### config.mk
export PLATFORM = sky130hd
export DESIGN_NAME = rollirq_top
export DESIGN_NICKNAME = d
export VERILOG_FILES = /design/src/rtl/rollirq_pkg.sv /design/src/rtl/rollirq_ctrl.sv /design/src/rtl/rollirq_datapath.sv /design/src/rtl/rollirq_top.sv
export SDC_FILE = /design/constraint.sdc
export NUM_CORES = 1
export LEC_CHECK = 0
export BUFFER_PORTS_ARGS = -buffer_cell sky130_fd_sc_hd__buf_2
export CORE_UTILIZATION = 26
export CTS_BUF_LIST = sky130_fd_sc_hd__clkbuf_8
export CTS_CLUSTER_SIZE = 10
export DETAILED_ROUTE_END_ITERATION = 10
export GPL_TIMING_DRIVEN = 0
export PLACE_DENSITY_LB_ADDON = 0.25
export SLEW_MARGIN = 20
export SYNTH_ARGS = -nofsm -noshare
export SYNTH_HDL_FRONTEND = slang
export SYNTH_SLANG_ARGS = --single-unit
export TNS_END_PERCENT = 100
### constraint.sdc
create_clock -name clk -period 2.7 [get_ports clk]
set_clock_uncertainty 0.15 [all_clocks]
set_input_delay 0.27 -clock clk [delete_from_list [all_inputs] [get_ports clk]]
set_output_delay 0.27 -clock clk [all_outputs]
set_load 0.01 [all_outputs]
### src/rtl/rollirq_pkg.sv
package rollirq_pkg;
  localparam int SRC_W  = 7;
  localparam int ADDR_W = 2;

  localparam int SRC_SEC   = 0;
  localparam int SRC_MIN   = 1;
  localparam int SRC_HALF  = 2;
  localparam int SRC_DAY   = 3;
  localparam int SRC_WEEK  = 4;
  localparam int SRC_MONTH = 5;
  localparam int SRC_ALARM = 6;

  typedef enum logic [ADDR_W-1:0] {
    REG_STATUS = 2'd0,
    REG_ENABLE = 2'd1,
    REG_MASK   = 2'd2,
    REG_SET    = 2'd3
  } regAddr_e;

  typedef struct packed {
    logic             clrStatus;
    logic             setStatus;
    logic             wrEnable;
    logic             wrMask;
    logic [SRC_W-1:0] wdata;
  } regStrobe_t;
endpackage

### src/rtl/rollirq_ctrl.sv
module rollirq_ctrl
  import rollirq_pkg::*;
(
  input  logic              clk,
  input  logic              rstN,
  input  logic              mode12h,
  input  logic              secRoll,
  input  logic              minRoll,
  input  logic              halfDayRoll,
  input  logic              dayRoll,
  input  logic              weekRoll,
  input  logic              monthRoll,
  input  logic              alarmHit,
  input  logic              regWr,
  input  logic [ADDR_W-1:0] regAddr,
  input  logic [SRC_W-1:0]  regWdata,
  output regStrobe_t        strb,
  output logic [SRC_W-1:0]  evtVec
);
  regAddr_e addrDec;

  always_comb begin
    addrDec        = regAddr_e'(regAddr);
    strb.wdata     = regWdata;
    strb.clrStatus = regWr && (addrDec == REG_STATUS);
    strb.wrEnable  = regWr && (addrDec == REG_ENABLE);
    strb.wrMask    = regWr && (addrDec == REG_MASK);
    strb.setStatus = regWr && (addrDec == REG_SET);
  end

  always_comb begin
    evtVec            = '0;
    evtVec[SRC_SEC]   = secRoll;
    evtVec[SRC_MIN]   = minRoll;
    evtVec[SRC_HALF]  = halfDayRoll && mode12h;
    evtVec[SRC_DAY]   = dayRoll;
    evtVec[SRC_WEEK]  = weekRoll;
    evtVec[SRC_MONTH] = monthRoll;
    evtVec[SRC_ALARM] = alarmHit;
  end

  AST_HALF_BLOCKED: assert property (@(posedge clk) disable iff (!rstN)
    !mode12h |-> !evtVec[SRC_HALF]);
  AST_ONE_STROBE: assert property (@(posedge clk) disable iff (!rstN)
    $onehot0({strb.clrStatus, strb.setStatus, strb.wrEnable, strb.wrMask}));
endmodule

### src/rtl/rollirq_datapath.sv
module rollirq_datapath
  import rollirq_pkg::*;
(
  input  logic              clk,
  input  logic              rstN,
  input  regStrobe_t        strb,
  input  logic [SRC_W-1:0]  evtVec,
  input  logic [ADDR_W-1:0] rdAddr,
  output logic [SRC_W-1:0]  rdData,
  output logic              irq
);
  logic [SRC_W-1:0] statusQ, enableQ, maskQ;
  logic [SRC_W-1:0] clrBits, setBits, statusD;

  always_comb begin
    clrBits = strb.clrStatus ? strb.wdata : '0;
    setBits = strb.setStatus ? strb.wdata : '0;
    statusD = (statusQ & ~clrBits) | evtVec | setBits;
  end

  always_ff @(posedge clk or negedge rstN) begin
    if (!rstN) begin
      statusQ <= '0;
      enableQ <= '0;
      maskQ   <= '0;
    end else begin
      statusQ <= statusD;
      if (strb.wrEnable) enableQ <= strb.wdata;
      if (strb.wrMask)   maskQ   <= strb.wdata;
    end
  end

  always_comb begin
    unique case (regAddr_e'(rdAddr))
      REG_STATUS: rdData = statusQ;
      REG_ENABLE: rdData = enableQ;
      REG_MASK:   rdData = maskQ;
      default:    rdData = '0;
    endcase
  end

  assign irq = |(statusQ & enableQ & ~maskQ);

  AST_EVT_STICKS: assert property (@(posedge clk) disable iff (!rstN)
    |evtVec |=> ((statusQ & $past(evtVec)) == $past(evtVec)));
  AST_SET_FORCES: assert property (@(posedge clk) disable iff (!rstN)
    strb.setStatus |=> ((statusQ & $past(strb.wdata)) == $past(strb.wdata)));
  AST_NO_SPURIOUS_CLEAR: assert property (@(posedge clk) disable iff (!rstN)
    1'b1 |=> ((statusQ & $past(statusQ & ~clrBits)) == $past(statusQ & ~clrBits)));
  AST_FULL_MASK_QUIET: assert property (@(posedge clk) disable iff (!rstN)
    (&maskQ) |-> !irq);
endmodule

### src/rtl/rollirq_top.sv
module rollirq_top
  import rollirq_pkg::*;
(
  input  logic              clk,
  input  logic              rstN,
  input  logic              mode12h,
  input  logic              secRoll,
  input  logic              minRoll,
  input  logic              halfDayRoll,
  input  logic              dayRoll,
  input  logic              weekRoll,
  input  logic              monthRoll,
  input  logic              alarmHit,
  input  logic              regWr,
  input  logic [ADDR_W-1:0] regAddr,
  input  logic [SRC_W-1:0]  regWdata,
  input  logic [ADDR_W-1:0] rdAddr,
  output logic [SRC_W-1:0]  rdData,
  output logic              irq
);
  regStrobe_t       strb;
  logic [SRC_W-1:0] evtVec;

  rollirq_ctrl uCtrl (
    .clk(clk), .rstN(rstN), .mode12h(mode12h),
    .secRoll(secRoll), .minRoll(minRoll), .halfDayRoll(halfDayRoll),
    .dayRoll(dayRoll), .weekRoll(weekRoll), .monthRoll(monthRoll),
    .alarmHit(alarmHit), .regWr(regWr), .regAddr(regAddr),
    .regWdata(regWdata), .strb(strb), .evtVec(evtVec)
  );

  rollirq_datapath uDp (
    .clk(clk), .rstN(rstN), .strb(strb), .evtVec(evtVec),
    .rdAddr(rdAddr), .rdData(rdData), .irq(irq)
  );
endmodule

# Yosys cells after proc, flatten, opt, wreduce, memory -nomap -nowiden
# Cells that the tools add are included.
[word_totals] ff_bits=21 output_inout_bits=8 wordCells=26
[classes] n_eq_ne=5 mux=3 bitwise_logic=7 n_reduce_logical=8
[ops] cell="7-bit bitwise AND" n=3
[ops] cell="7-bit one-hot mux with 3 select lines" n=1
[ops] cell="7-bit two-way mux" n=2
[ops] cell="7-bit inverter" n=2
[ops] cell="7-bit OR" n=2
[ops] cell="7-bit OR reduction" n=1
[ops] cell="2-bit == test (second input constant)" n=3
[ops] cell="1-bit logical AND" n=5
[ops] cell="2-bit by 1-bit == test with 1-bit output (second input constant)" n=2
[ops] cell="2-bit zero test" n=2

# Depth between registers and ports, before layout
[depth] depth_word=7 mapped_depth=5 ltp_nobuf=3

# Hierarchy
# Synthesis repeated with hierarchy kept, for this count alone.
[unflattened] cells_unflattened=104 area_unflattened_um2=1133.6
[by_module_without_submodules] module="rollirq_datapath" n_inst=1 cells_per_inst=86 area_each_um2=992.2 seq_area_each_um2=525.5
[by_module_without_submodules] module="rollirq_ctrl" n_inst=1 cells_per_inst=18 area_each_um2=141.4 seq_area_each_um2=0.0

# Worst setup path after synthesis
# OpenSTA, ideal clock, no wires.
[synth_timing] path_type="input-to-output" startpoint="in rdAddr[1]" endpoint="out rdData[0]" t_arrival_ns=0.957 required_ns=2.280 slack_ns=1.323 path_stages=4 n_path_buf=1 path_cell_list="buf_2 nor2b_1 nand2_1 o21ai_0"
[synth_between] elab_chain_len=2 word_cells_on_any_way=4 classes_between="eq/ne (2); mux (1); reduce/logical (1)"
[synth_rtl] element="start: declaration" line_no="rollirq_top.sv:17" rtl="input logic [ADDR_W-1:0] rdAddr,"
[synth_rtl] element="2-bit == test, or another cell as far along" line_no="rollirq_datapath.sv:34" rtl="unique case (regAddr_e'(rdAddr))"
[synth_rtl] element="7-bit one-hot mux with 3 select lines (*)" line_no="rollirq_datapath.sv:34"
[synth_rtl] element="end: declaration" line_no="rollirq_top.sv:18" rtl="output logic [SRC_W-1:0] rdData,"
# Mark *: on every way between the ends. The rest lies on a longest branch, timed or not.

# Final worst setup path
[layout_timing] startpoint="in rdAddr[1]" endpoint="out rdData[1]"
# Same word-level chain as after synthesis.

==> out/summary.md <==
Summing all flip-flop and latch instances after layout gives 526 sq um. The area growth from synthesis to layout is 22.2%. At the pin with the least slew margin, the transition time is 618 ps. Counting instances in the post-synthesis netlist gives the leading cell types as sky130_fd_sc_hd__dfrtp_1 (21), sky130_fd_sc_hd__nand2_1 (12), sky130_fd_sc_hd__o21ai_0 (8). Registers are responsible for 50.0% of the overall power. The most used flip-flop cell after synthesis is sky130_fd_sc_hd__dfrtp_1. The area of the core region came out at 4120 sq um. The tools report the buffer type at the clock tree root as sky130_fd_sc_hd__clkbuf_8. A synthesized cell averages 11.3 sq um.

The number of buffers created by CTS is 3, and the remaining number of nets flagged by the antenna check after routing is 0. The global-route congestion overflow total is 0. Of the total power, the share spent switching nets is 28.1%. The logs give 13.3% for the global-route usage over all layers and 0 ps for the setup TNS. The peak ir drop on the vdd network was 0.000181 V.

The die is 68.2 um wide. The fraction of the cycle the final worst path needs came out at 65.8%. The largest total area in the synthesized netlist belongs to sky130_fd_sc_hd__dfrtp_1. In this run the power density over the cells is 562 nW/um^2. Input and output buffers added on the ports amount to 27. After layout, the worst setup slack is 923 ps.

Measured against its own limit, the worst slew margin works out to 58.7%. The met3 layer usage reported by global route was 2.33%; the achievable frequency was 563 MHz. Of all flip-flops after synthesis, the portion carrying an async set or reset was 100%. The area fraction of the dominant cell type after synthesis works out to 46.1%. Setup repair after global routing left no endpoint under its margin. The routed layout has 898 vias.

After detailed routing, the average wire length per cell comes to 15.3 um. After detailed routing, the total wire length is 2.80 mm. After synthesis, the cell types taking the most area are sky130_fd_sc_hd__dfrtp_1 (46%), sky130_fd_sc_hd__mux2_4 (9.2%), sky130_fd_sc_hd__mux2i_1 (6.1%), sky130_fd_sc_hd__mux2_2 (5.9%), sky130_fd_sc_hd__nand2_1 (4.0%). For this design the total switching power over the nets is 0.000220 W. The clock reaches the later pin of the worst-skew pair after 250 ps. Gates resized during post-CTS repair numbered 0. The final critical path time including I/O delays and setup was 1780 ps.

TritonCTS built the clock tree. The synthesized design contains 0 enable-type register cells. The initial antenna violation count is 0, and the number of antenna repair diodes is 0. Reported leakage power: 0.662 nW. Row generation in the floorplan step produced 23 rows. After detailed routing, the number of vias per cell comes to 4.91. Category of the critical setup timing path: in2out. The combined area of all synthesized cells is 1140 sq um. The post-route total power is 0.000782 W. For the proportion of power drawn by the clock network, the log shows 26.2%.

Clock tree synthesis found a total of 21 sinks. The longest clock path from root to sink contains 2 buffers. For the met2 routing resource usage after global routing, the log shows 21.1%. The top-level port count came out at 30.

The tools report the endpoint arrival time on the critical path as 1360 ps. The floorplan step set the die height to 68.2 um. Number of remaining DRC errors: 0.

The class of the worst hold path is in2reg. The overall die area is 4650 sq um. The first routing iteration left 31 violations. The first global-routing pass estimated 4.47 mm of wire. The number of nets handed over by synthesis was 123. The sort of element at the start of the critical path was a primary input. After synthesis the netlist holds a flip-flop and latch count of 21. The number of hold violations in the final report was 0. Counting distinct cell types in the post-synthesis netlist gives 22. The number of instances in the synthesized netlist is 101, and the number of global-route vias before repair is 945. The first-pass iteration count of the detailed router was 4. The count of H-tree levels built during CTS was 1; the setup fix buffers added after clock tree synthesis was 0. Internal power comes to 0.000563 W.

Global routing used 18.0% of the available met1 tracks. Clock-pin slew was measured on the worst setup and hold paths at 80 ps. During synthesis, Yosys emitted a total of 0 warnings. The run gives 912 ps as the pre-CTS setup slack. The max-slew violation count is 0, and the end-of-flow core utilization is 33.8%. The logs give 27.7% for the effective utilization at floorplan and 0.756 for the final weighted congestion in routability-driven placement.

The setup check on the worst reg-to-reg path leaves a slack of 1770 ps. Of the synthesized area, sequential elements account for 46.1%. The layout net count was 156; the combined area of the multi-input logic cells was 573 sq um.

The required time at the worst-slack endpoint is 2280 ps. The combinational fraction of design power was 23.8%; the count of final setup violators was 0. In this run the worst path has a maximum fanout of 8. The run finished with clean final reports.

Nature of the critical path endpoint: a primary output. The tool flagged a number of max-cap violations equal to 0. After filler insertion, the fill cell instance count of the layout stands at 421. The ratio of cells with drive above 1 in the final layout is 37.6%. Entering global routing, the biggest net connects 22 pins.

met2 is the most crowded layer. Yosys instantiated no cell more often than sky130_fd_sc_hd__dfrtp_1.
-- registers in the layout (all words and copies together), names as in the netlist --
register	flops
uDp.statusQ	7
uDp.maskQ	7
uDp.enableQ	7
-- logic make-up after synthesis --
kind of cell	after synthesis	share of synthesized area (%)
mux	20	21.3
buf+inv	6	3.62
simple gates	32	17.0
flops	21	46.1
compound gates	22	12.0
-- per-stage QoR --
stage | cells | cell area (sq um) | hold WS, ps
CTS | 183 | 1390 | 47.5
finish | 183 | 1390 | 48.6
detailed placement | 178 | 1340 | 114
global placement | 178 | 1340 | 102
floorplan | 101 | 1140 | -176
global route | 183 | 1390 | 41.1
-- placed cells by master, fill, tap and decap left out, drive strengths merged --
cell type,Yosys,layout
nand3,3,3
o31ai,1,1
o22ai,1,1
mux2,13,13
inv,1,2
nand2b,1,1
dfrtp,21,21
or2b,1,1
o21bai,6,6
nand3b,6,6
nor3b,6,6
nand2,12,12
and2,1,1
or3,1,1
buf,5,32
dlygate4sd3,0,1
clkbuf,0,3
nor2b,1,1
mux2i,7,7
a31oi,6,6
o21ai,8,8
-- critical path: stages --
cell                      delay (ps)
sky130_fd_sc_hd__buf_2           190
sky130_fd_sc_hd__nor2b_1         520
sky130_fd_sc_hd__nand2_1         100
sky130_fd_sc_hd__o21ai_0         100
sky130_fd_sc_hd__buf_2           160
-- worst paths after layout --
| path | from | endpoint | cells past startpoint |
|---|---|---|---|
| worst max-delay path | rdAddr[1] | rdData[1] | 5 |
| worst min-delay path | alarmHit | uDp.statusQ[6] | 2 |
| worst max register to register | uDp.maskQ[0] | uDp.maskQ[0] | 1 |
| worst min register to register | uDp.maskQ[2] | uDp.maskQ[2] | 2 |
| max in group asynchronous | rstN | uDp.enableQ[1] | 2 |
| min in group asynchronous | rstN | uDp.maskQ[2] | 2 |
-- layout make-up --
type	instances	area share, %
Multi-Input combinational cell	74	41.1
Clock inverter	1	0.270
Buffer	5	2.70
Clock buffer	3	2.96
Tap cell	50	4.49
Sequential cell	21	37.7
Inverter	1	0.270
Timing Repair Buffer	28	10.4
-- layer usage --
layer / share of wire (%) / vias to the layer above
li1: - / 429
met1: 48 / 439
met2: 47 / 28
met3: 5.0 / 2
met4: 0.75 / 0
met5: 0 / -
-- timing repair --
item                                    CTS  global route
endpoints found under the setup margin    0             0
hold buffers                              1             0
hold endpoints to repair                 21             0
-- power groups by stage --
stage | Combinational [W] | Sequential, W | Clock [W]
floorplan | 0.000125 | 0.000387 | 0
global placement | 0.000183 | 0.000394 | 0
detailed placement | 0.000188 | 0.000398 | 0
CTS | 0.000190 | 0.000391 | 0.000208
global route | 0.000207 | 0.000398 | 0.000224
finish | 0.000186 | 0.000391 | 0.000205
Power figures use the tool's default switching activity.
